**config.mk**
```make
export PLATFORM = sky130hd
export DESIGN_NAME = decadd_unit
export DESIGN_NICKNAME = d
export VERILOG_FILES = /design/src/rtl/decadd_pkg.sv /design/src/rtl/decadd_digit.sv /design/src/rtl/decadd_binary.sv /design/src/rtl/decadd_flags.sv /design/src/rtl/decadd_unit.sv
export SDC_FILE = /design/constraint.sdc
export NUM_CORES = 1
export LEC_CHECK = 0
export ABC_AREA = 0
export BUFFER_PORTS_ARGS = -buffer_cell sky130_fd_sc_hd__buf_2
export CORE_ASPECT_RATIO = 1.1
export CORE_MARGIN = 5
export CORE_UTILIZATION = 49
export CTS_CLUSTER_DIAMETER = 200
export DETAILED_ROUTE_END_ITERATION = 10
export PLACE_DENSITY = 0.87
export SLEW_MARGIN = 40
export SYNTH_ARGS = -nofsm -noshare
export SYNTH_HDL_FRONTEND = slang
export SYNTH_SLANG_ARGS = --single-unit
```
**constraint.sdc**
```tcl
create_clock -name clk -period 5.15 [get_ports clk]
set_input_delay 0.515 -clock clk [delete_from_list [all_inputs] [get_ports clk]]
set_output_delay 0.515 -clock clk [all_outputs]
set_load 0.005 [all_outputs]
```
**src/rtl/decadd_pkg.sv**
```systemverilog
// decadd_pkg: shared types for the add/subtract unit.
// Assumes a flag bundle ordered carry, overflow, negative, zero.
package decadd_pkg;

    // Flag bundle carried from the flag logic to the output register.
    typedef struct packed {
        logic c;
        logic v;
        logic n;
        logic z;
    } flags_t;

    localparam int DIGIT_BITS = 4;

endpackage

```
**src/rtl/decadd_digit.sv**
```systemverilog
// decadd_digit: one packed-BCD digit slice.
// Adds or subtracts one decimal digit with a carry that uses the
// "1 = carry out / no borrow" sense in both directions. Corrects the
// binary nibble result back into 0..9.
// Assumes both digits are in 0..9; other codes give an unspecified digit.
module decadd_digit
    import decadd_pkg::*;
(
    input  logic [DIGIT_BITS-1:0] a_dig,
    input  logic [DIGIT_BITS-1:0] b_dig,
    input  logic                  c_in,
    input  logic                  sub,
    output logic [DIGIT_BITS-1:0] r_dig,
    output logic                  c_out
);

    logic [DIGIT_BITS-1:0] b_eff;
    logic [DIGIT_BITS:0]   raw;

    // Form the nibble sum; subtraction uses the inverted digit.
    always_comb begin
        b_eff = sub ? ~b_dig : b_dig;
        raw   = {1'b0, a_dig} + {1'b0, b_eff} + {{DIGIT_BITS{1'b0}}, c_in};
    end

    // Correct the nibble: add 6 above nine, take 6 off on a borrow.
    always_comb begin
        if (!sub) begin
            if (raw > 5'd9) begin
                r_dig = raw[DIGIT_BITS-1:0] + 4'd6;
                c_out = 1'b1;
            end else begin
                r_dig = raw[DIGIT_BITS-1:0];
                c_out = 1'b0;
            end
        end else begin
            c_out = raw[DIGIT_BITS];
            if (!raw[DIGIT_BITS]) begin
                r_dig = raw[DIGIT_BITS-1:0] - 4'd6;
            end else begin
                r_dig = raw[DIGIT_BITS-1:0];
            end
        end
    end

endmodule

```
**src/rtl/decadd_binary.sv**
```systemverilog
// decadd_binary: two's-complement adder/subtractor of width W.
// Produces the raw result, the ninth-bit carry (no-borrow on subtract)
// and signed overflow. Assumes subtract is A + ~B + carry_in.
module decadd_binary #(
    parameter int W = 8
) (
    input  logic [W-1:0] a,
    input  logic [W-1:0] b,
    input  logic         c_in,
    input  logic         sub,
    output logic [W-1:0] r,
    output logic         c_out,
    output logic         v_out
);

    logic [W-1:0] b_eff;
    logic [W:0]   full;

    // One wide add covers both directions.
    always_comb begin
        b_eff = sub ? ~b : b;
        full  = {1'b0, a} + {1'b0, b_eff} + {{W{1'b0}}, c_in};
        r     = full[W-1:0];
        c_out = full[W];
    end

    // Overflow: same-signed addends whose result changed sign.
    always_comb begin
        v_out = (a[W-1] == b_eff[W-1]) && (full[W-1] != a[W-1]);
    end

endmodule

```
**src/rtl/decadd_flags.sv**
```systemverilog
// decadd_flags: chooses between the binary and decimal results and
// derives N and Z from the chosen, final result. V always comes from
// the binary path; the carry comes from whichever path is selected.
module decadd_flags
    import decadd_pkg::*;
#(
    parameter int W = 8
) (
    input  logic         dec,
    input  logic [W-1:0] bin_r,
    input  logic         bin_c,
    input  logic         bin_v,
    input  logic [W-1:0] dec_r,
    input  logic         dec_c,
    output logic [W-1:0] res,
    output flags_t       flg
);

    // Select the mode's result and build the flag bundle from it.
    always_comb begin
        res   = dec ? dec_r : bin_r;
        flg.c = dec ? dec_c : bin_c;
        flg.v = bin_v;
        flg.n = res[W-1];
        flg.z = (res == '0);
    end

endmodule

```
**src/rtl/decadd_unit.sv**
```systemverilog
// decadd_unit: registered add/subtract unit, binary or packed BCD.
// A strobed operation is computed in one cycle and registered, so the
// result and flags appear one clock after in_valid and hold until the
// next strobe. Synchronous active-low reset clears all outputs.
// Assumes decimal operands are valid BCD; no check is made.
module decadd_unit
    import decadd_pkg::*;
#(
    parameter int NDIG = 2,
    localparam int W = NDIG * DIGIT_BITS
) (
    input  logic         clk,
    input  logic         rst_n,
    input  logic         in_valid,
    input  logic [W-1:0] op_a,
    input  logic [W-1:0] op_b,
    input  logic         carry_in,
    input  logic         subtract,
    input  logic         decimal,
    output logic         out_valid,
    output logic [W-1:0] sum,
    output logic         c_out,
    output logic         v_out,
    output logic         n_out,
    output logic         z_out
);

    logic [W-1:0] bin_r;
    logic         bin_c;
    logic         bin_v;
    logic [W-1:0] dec_r;
    logic [NDIG:0] dchain;
    logic [W-1:0] res;
    flags_t       flg;

    // Binary path, also the source of V in both modes.
    decadd_binary #(.W(W)) u_bin (
        .a     (op_a),
        .b     (op_b),
        .c_in  (carry_in),
        .sub   (subtract),
        .r     (bin_r),
        .c_out (bin_c),
        .v_out (bin_v)
    );

    assign dchain[0] = carry_in;

    // Decimal path: a ripple of digit slices, lowest digit first.
    for (genvar g = 0; g < NDIG; g++) begin : g_dig
        decadd_digit u_dig (
            .a_dig (op_a[g*DIGIT_BITS +: DIGIT_BITS]),
            .b_dig (op_b[g*DIGIT_BITS +: DIGIT_BITS]),
            .c_in  (dchain[g]),
            .sub   (subtract),
            .r_dig (dec_r[g*DIGIT_BITS +: DIGIT_BITS]),
            .c_out (dchain[g+1])
        );
    end

    decadd_flags #(.W(W)) u_flg (
        .dec   (decimal),
        .bin_r (bin_r),
        .bin_c (bin_c),
        .bin_v (bin_v),
        .dec_r (dec_r),
        .dec_c (dchain[NDIG]),
        .res   (res),
        .flg   (flg)
    );

    // Output register: load on a strobe, hold otherwise.
    always_ff @(posedge clk) begin
        if (!rst_n) begin
            out_valid <= 1'b0;
            sum       <= '0;
            c_out     <= 1'b0;
            v_out     <= 1'b0;
            n_out     <= 1'b0;
            z_out     <= 1'b0;
        end else begin
            out_valid <= in_valid;
            if (in_valid) begin
                sum   <= res;
                c_out <= flg.c;
                v_out <= flg.v;
                n_out <= flg.n;
                z_out <= flg.z;
            end
        end
    end

endmodule

```
=== Word level (Yosys, flattened, before mapping) ===
Cells that the tools add are included.

* Add/subtract/negate cells: 10
* Multipliers: 0
* Divide/modulo/power cells: 0
* $lt $le $gt $ge: 2
* Eq/ne operators: 2
* Shift-type cells: 0
* Muxes and demuxes: 15
* Bitwise gates (word level): 3
* Reduce and logical (&&, ||, !) cells: 2

{| class="wikitable"
|+ Operators with widths
! cell !! count
|-
| 4-bit two-way mux || 8
|-
| 8-bit two-way mux || 2
|-
| 4-bit by 4-bit adder with 5-bit output || 2
|-
| 5-bit by 1-bit adder with 5-bit output || 2
|-
| 5-bit by 4-bit > comparator with 1-bit output, second input constant || 2
|-
| 8-bit by 8-bit adder with 9-bit output || 1
|-
| 9-bit by 1-bit adder with 9-bit output || 1
|-
| 4-bit by 3-bit adder with 4-bit output, second input constant || 2
|-
| 8-bit logical NOT || 1
|-
| 4-bit inverter || 2
|-
| 8-bit inverter || 1
|-
| 4-bit by 3-bit subtractor with 4-bit output, second input constant || 2
|-
| 1-bit two-way mux || 5
|-
| 1-bit == test || 1
|-
| 1-bit logical AND || 1
|-
| 1-bit inequality test || 1
|}

* Flip-flop bits (word level): 13
* Latch bits: 0
* RAM bits: 0
* Memory bits (read-only): 0
* Bits of input ports: 22
* Output and inout port bits: 13
* Memories: 0

=== Longest topological paths before layout ===
* Word-level depth: 13
* Mapped depth: 27
* Gate-level depth less buffers: 24

=== By module ===
A second synthesis with hierarchy kept.

* Cells, all modules: 223
* Area, all modules: 1954.4 µm²

{| class="wikitable"
|+ Modules (own cells, without submodules)
! module !! times used !! cells an instance !! area an instance (µm²)
|-
| decadd_digit || 2 || 51 || 401.6
|-
| decadd_unit || 1 || 41 || 498.0
|-
| decadd_binary || 1 || 60 || 473.0
|-
| decadd_flags || 1 || 20 || 180.2
|}

=== Worst setup path after synthesis ===
OpenSTA, ideal clock, no wires.

* Path kind: input -> register
* Start: in subtract
* End: reg z_out
* Setup time: 84 ps
* Data arrival time: 5310 ps
* Required time: 5066 ps
* Slack: -244 ps
* Stages: 25
* Cell sequence: clkbuf_1 > clkbuf_1 > buf_2 > xnor2_1 > fa_1 > nor2b_2 > nor2_1 > xor2_1 > ha_1 > a32oi_2 > nand2_1 > o21a_1 > o21ai_0 > fa_1 > inv_1 > fa_1 > xnor2_2 > inv_1 > ha_1 > inv_1 > o22ai_2 > or2_1 > a2111oi_2 > nand4_1 > o31ai_2

* Cells in the longest elaborated chain, start to end: 12
* Elaborated cells between the ends (all ways): 25
* Those cells by class: 10 x add/sub; 2 x order compare; 12 x mux; 1 x reduce/logical

{| class="wikitable"
|+ Ends and longest elaborated chain
! what !! RTL line !! source
|-
| from (decl) || decadd_unit.sv:18 || <nowiki>input logic subtract,</nowiki>
|-
| 4-bit two-way mux || decadd_digit.sv:22 || <nowiki>b_eff = sub ? ~b_dig : b_dig;</nowiki>
|-
| 4-bit by 4-bit adder with 5-bit output || decadd_digit.sv:23 || <nowiki>raw = {1'b0, a_dig} + {1'b0, b_eff} + {{DIGIT_BITS{1'b0}}, c_in};</nowiki>
|-
| 5-bit by 1-bit adder with 5-bit output || decadd_digit.sv:23 ||
|-
| 5-bit by 4-bit > comparator with 1-bit output || decadd_digit.sv:29 || <nowiki>if (raw > 5'd9) begin</nowiki>
|-
| 1-bit two-way mux || decadd_digit.sv:29 ||
|-
| 1-bit two-way mux || decadd_digit.sv:28 || <nowiki>if (!sub) begin</nowiki>
|-
| 5-bit by 1-bit adder with 5-bit output || decadd_digit.sv:23 ||
|-
| 4-bit by 3-bit adder with 4-bit output (tied with other cells) || decadd_digit.sv:30 || <nowiki>r_dig = raw[DIGIT_BITS-1:0] + 4'd6;</nowiki>
|-
| 4-bit two-way mux (on tied branches) || decadd_digit.sv:29, decadd_digit.sv:38 ||
|-
| 4-bit two-way mux || decadd_digit.sv:28 ||
|-
| 8-bit two-way mux (*) || decadd_flags.sv:21 || <nowiki>res = dec ? dec_r : bin_r;</nowiki>
|-
| 8-bit logical NOT (*) || decadd_flags.sv:25 || <nowiki>flg.z = (res == '0);</nowiki>
|-
| to (signal assigned) || decadd_unit.sv:88 || <nowiki>z_out <= flg.z;</nowiki>
|-
| to (decl) || decadd_unit.sv:25 || <nowiki>output logic z_out</nowiki>
|}

Mark *: on every way between the ends. The rest lies on a longest branch, timed or not.
A chain may end at the register's enable or synchronous reset.

=== Worst setup path after layout ===
Same ends and word-level chain as after synthesis.

==> impl_results.rst <==
.. list-table::
   :header-rows: 1

   * - Metric
     - Value
   * - Wire length of the first global-routing pass
     - 5.71 mm
   * - Register area share after synthesis
     - 15.4%
   * - Power share of the clock group
     - 13.9%
   * - Clock tree from TritonCTS
     - yes
   * - Slew HR
     - 68.0%
   * - Drt drc
     - 0
   * - Path class of the lowest-slack min-delay path
     - flip-flop to flip-flop
   * - Sequential power share
     - 20.6%
   * - Kind of capture point of the worst setup path
     - flip-flop
   * - Filler Cells Inserted
     - 272
   * - Number of different library cells in the post-synthesis netlist
     - 64
   * - Chip Width
     - 63.7 µm
   * - Share of cells above drive strength 1
     - 29.5%
   * - Hold_sp
     - c_out
   * - Number of routed nets with antenna violations
     - 0
   * - Clock Tree Buf Depth
     - 2
   * - CTS sink cnt
     - 12
   * - Startpoint types
     - input port
   * - Worst Clk Skew
     - 0 ns
   * - Number of input and output port buffers inserted
     - 34
   * - Cell Int Power
     - 0.000303 W
   * - Number of levels in the clock H-tree
     - 1
   * - Final antenna diode count
     - 0
   * - Final wirelength
     - 3.35 mm
   * - Max Clk Rate
     - 0.206 GHz
   * - Primary FF master, synth
     - sky130_fd_sc_hd__dfxtp_1
   * - Setup slack after placement
     - -0.0238 ns
   * - Area added between synthesis and finish
     - 15.1%
   * - Number of enable-type register cells in the synthesized netlist
     - 0
   * - Worst hold slack
     - 0.471 ns
   * - Core outline area
     - 3050 µm²
   * - Critical path type
     - input port to flip-flop
   * - Final RePlAce weighted congestion
     - 0.976
   * - Number of nets in the layout
     - 258
   * - Period utilization
     - 94.3%
   * - Final instance count without filler cells
     - 254
   * - Most used standard cells in the synthesized netlist
     - sky130_fd_sc_hd__nor2_1, sky130_fd_sc_hd__inv_1, sky130_fd_sc_hd__dfxtp_1, sky130_fd_sc_hd__ha_1, sky130_fd_sc_hd__xor2_1
   * - RR Endpoint
     - sum[7]
   * - Final Power
     - 0.000523 W
   * - Clock root buffer
     - sky130_fd_sc_hd__clkbuf_4
   * - Crit path required time
     - 5.34 ns
   * - Hold Vio Cnt, Final
     - 0
   * - Worst hold path endpoint
     - c_out
   * - Max Fanout on Critical Path
     - 4
   * - Via/cell ratio
     - 5.69
   * - Total vias in the final route
     - 1444
   * - Combinational Power Share
     - 65.6%
   * - Starting density of the core
     - 51.0%
   * - First-pass detailed-route iteration total
     - 4
   * - Synth warn
     - 0
   * - Arrival time worst endpoint
     - 5.04 ns
   * - Leakage
     - 0.826 nW
   * - Number of global-route vias before repair
     - 1324
   * - Top-level port count
     - 35
   * - Worst-case vdd ir drop
     - 0.000211 V
   * - Row count
     - 21
   * - HPWL after DPL
     - 2.74 mm
   * - Min cycle time layout
     - 4.86 ns
   * - Die area
     - 4400 µm²
   * - Avg Cell Area, Syn
     - 8.32 µm²
   * - Beginning of the worst register-to-register path
     - sum[7]
   * - Worst-path clk slew
     - 0.07 ns
   * - Syn Nets
     - 224
   * - Global routing usage summed across all routing layers
     - 14.9%
   * - Worst-skew pair later-pin latency
     - 0.27 ns
   * - Overflow left after global routing
     - 0
   * - Number of violations reported at the end of detailed-routing iteration 0
     - 51
   * - Worst Tran Pin Value
     - 0.475 ns
   * - Antenna violations before repair
     - 0
   * - Psw
     - 0.000220 W
   * - Switching share of power
     - 42.1%
   * - Netlist area before placement
     - 1560 µm²
   * - Area leader, netlist
     - sky130_fd_sc_hd__dfxtp_1
   * - Max-slew violation total from the final report
     - 0
   * - Most frequent cell after synthesis
     - sky130_fd_sc_hd__nor2_1
   * - Total CTS buffers
     - 3
   * - Worst hold path stage count
     - 2
   * - Depth of the worst register-to-register path
     - 2
   * - Setup slack after layout
     - 0.292 ns
   * - Post-placement cell count
     - 249
   * - Routed wirelength normalized by instance count
     - 13.2 µm
   * - Number of max-cap violations
     - 0
   * - Setup-violating endpoint count in the final report
     - 0
   * - Largest net degree at the start of global routing
     - 25
   * - Gate count after technology mapping
     - 187
   * - Worst setup slack for register-to-register paths
     - 4.47 ns
   * - Fraction of registers with async set/reset
     - 0%
   * - Cell types with the largest area share after synthesis
     - sky130_fd_sc_hd__dfxtp_1, sky130_fd_sc_hd__ha_1, sky130_fd_sc_hd__xor2_1, sky130_fd_sc_hd__xnor2_1, sky130_fd_sc_hd__nor2_1
   * - Overall die height
     - 69.1 µm
   * - Share of Yosys cell area claimed by the top area cell type
     - 15.4%
   * - Total of flip-flops plus latches after synthesis
     - 12
   * - Total power per unit cell area
     - 292 nW/µm²
   * - Run status
     - complete, no violations
-- cell families (layout without fill, tap and decap cells) --
logic type,after synthesis,in the layout,synth area share [%]
XOR/XNOR,20,20,12.2
AND/OR/NAND/NOR,59,59,21.3
multiplexers,3,3,2.25
AO/OA/AOI/OAI,52,52,27.5
flip-flops,12,12,15.4
buffers and inverters,26,59,7.72
adder cells (fa/ha/maj),15,15,13.5
-- sequential cells by signal (all words and copies together), names as in the netlist --
register	count
out_valid	1
sum	8
v_out	1
c_out	1
z_out	1
-- routing by layer --
metal  share of wire [%]  GRT usage [%]
met1                  46           19.7
met2                  46           25.1
met3                 6.0           2.27
met4                 1.3           3.93
met5                   0              0
-- worst max path at each step --
stage	start	end	slack [ns]	cells after the start
after floorplan	subtract	z_out	0.01	25
after global placement	subtract	z_out	0.20	23
after detailed placement	subtract	z_out	-0.02	23
after CTS	subtract	z_out	0.26	23
after global routing	subtract	z_out	-0.01	23
final	subtract	z_out	0.29	23
-- power groups by stage --
stage          logic [W]  clock network (W)  registers (W)
2_1_floorplan   0.000262                  0       0.000111
3_3_place_gp    0.000323                  0       0.000109
3_5_place_dp    0.000331                  0       0.000110
4_1_cts         0.000333          0.0000727       0.000108
5_1_grt         0.000380          0.0000759       0.000109
6_report        0.000343          0.0000725       0.000108
-- worst max-delay path, cell delays in order --
cell                        delay, ns
sky130_fd_sc_hd__buf_2           0.14
sky130_fd_sc_hd__xnor2_1         0.15
sky130_fd_sc_hd__fa_1            0.46
sky130_fd_sc_hd__nor2b_2         0.18
sky130_fd_sc_hd__nor2_1          0.09
sky130_fd_sc_hd__xor2_1          0.17
sky130_fd_sc_hd__ha_1            0.26
sky130_fd_sc_hd__a32oi_2         0.22
sky130_fd_sc_hd__nand2_1         0.14
sky130_fd_sc_hd__o21a_1          0.18
sky130_fd_sc_hd__o21ai_0         0.20
sky130_fd_sc_hd__fa_1            0.23
sky130_fd_sc_hd__inv_1           0.05
sky130_fd_sc_hd__fa_1            0.43
sky130_fd_sc_hd__xnor2_2         0.22
sky130_fd_sc_hd__inv_1           0.09
sky130_fd_sc_hd__ha_1            0.21
sky130_fd_sc_hd__inv_1           0.06
sky130_fd_sc_hd__o22ai_2         0.10
sky130_fd_sc_hd__or2_1           0.27
sky130_fd_sc_hd__a2111oi_4       0.33
sky130_fd_sc_hd__nand4_1         0.16
sky130_fd_sc_hd__o31ai_2         0.19
-- cell usage in the layout, fill, tap and decap left out, types with 3 or more instances in the layout --
cell                       synthesis  final
sky130_fd_sc_hd__nor3_1            7      7
sky130_fd_sc_hd__dfxtp_1          12     12
sky130_fd_sc_hd__nor2b_1           3      3
sky130_fd_sc_hd__a31oi_1           3      3
sky130_fd_sc_hd__xor2_1           10     10
sky130_fd_sc_hd__nor2_1           18     18
sky130_fd_sc_hd__xnor2_1           8      8
sky130_fd_sc_hd__nand2_1           5      5
sky130_fd_sc_hd__fa_1              3      3
sky130_fd_sc_hd__buf_4             1      4
sky130_fd_sc_hd__a21oi_2           3      3
sky130_fd_sc_hd__buf_2             3     34
sky130_fd_sc_hd__or3_1             3      3
sky130_fd_sc_hd__nand3b_1          3      3
sky130_fd_sc_hd__ha_1             12     12
sky130_fd_sc_hd__clkbuf_4          0      3
sky130_fd_sc_hd__a21oi_1           5      5
sky130_fd_sc_hd__a211oi_1          6      6
sky130_fd_sc_hd__inv_1            16     16
sky130_fd_sc_hd__nand2b_1          3      3
sky130_fd_sc_hd__o21ai_0           7      7
-- area by class of cell --
cell class | count | area (µm²) | area share, %
tap | 34 | 42.5 | 2.38
clock buffer | 4 | 36.3 | 2.03
sequential | 12 | 240 | 13.4
timing repair buffer | 38 | 200 | 11.2
inverter | 17 | 63.8 | 3.56
multi-input combinational | 149 | 1210 | 67.4
-- metrics by stage --
stage                     util [%]  area [µm²]  TNS (ns)
after CTS                     58.1        1770         0
after floorplan                  -        1560         0
after global placement        56.9        1730         0
final                         58.7        1790         0
after detailed placement      56.9        1730   -0.0238
after global routing          58.7        1790   -0.0113
-- what timing repair did --
item,in CTS,in global routing
endpoints found under the setup margin,0,1
gates resized for setup,0,1
hold buffers,0,0
buffers inserted,0,1
No activity file was read; power rests on OpenSTA's default activity.
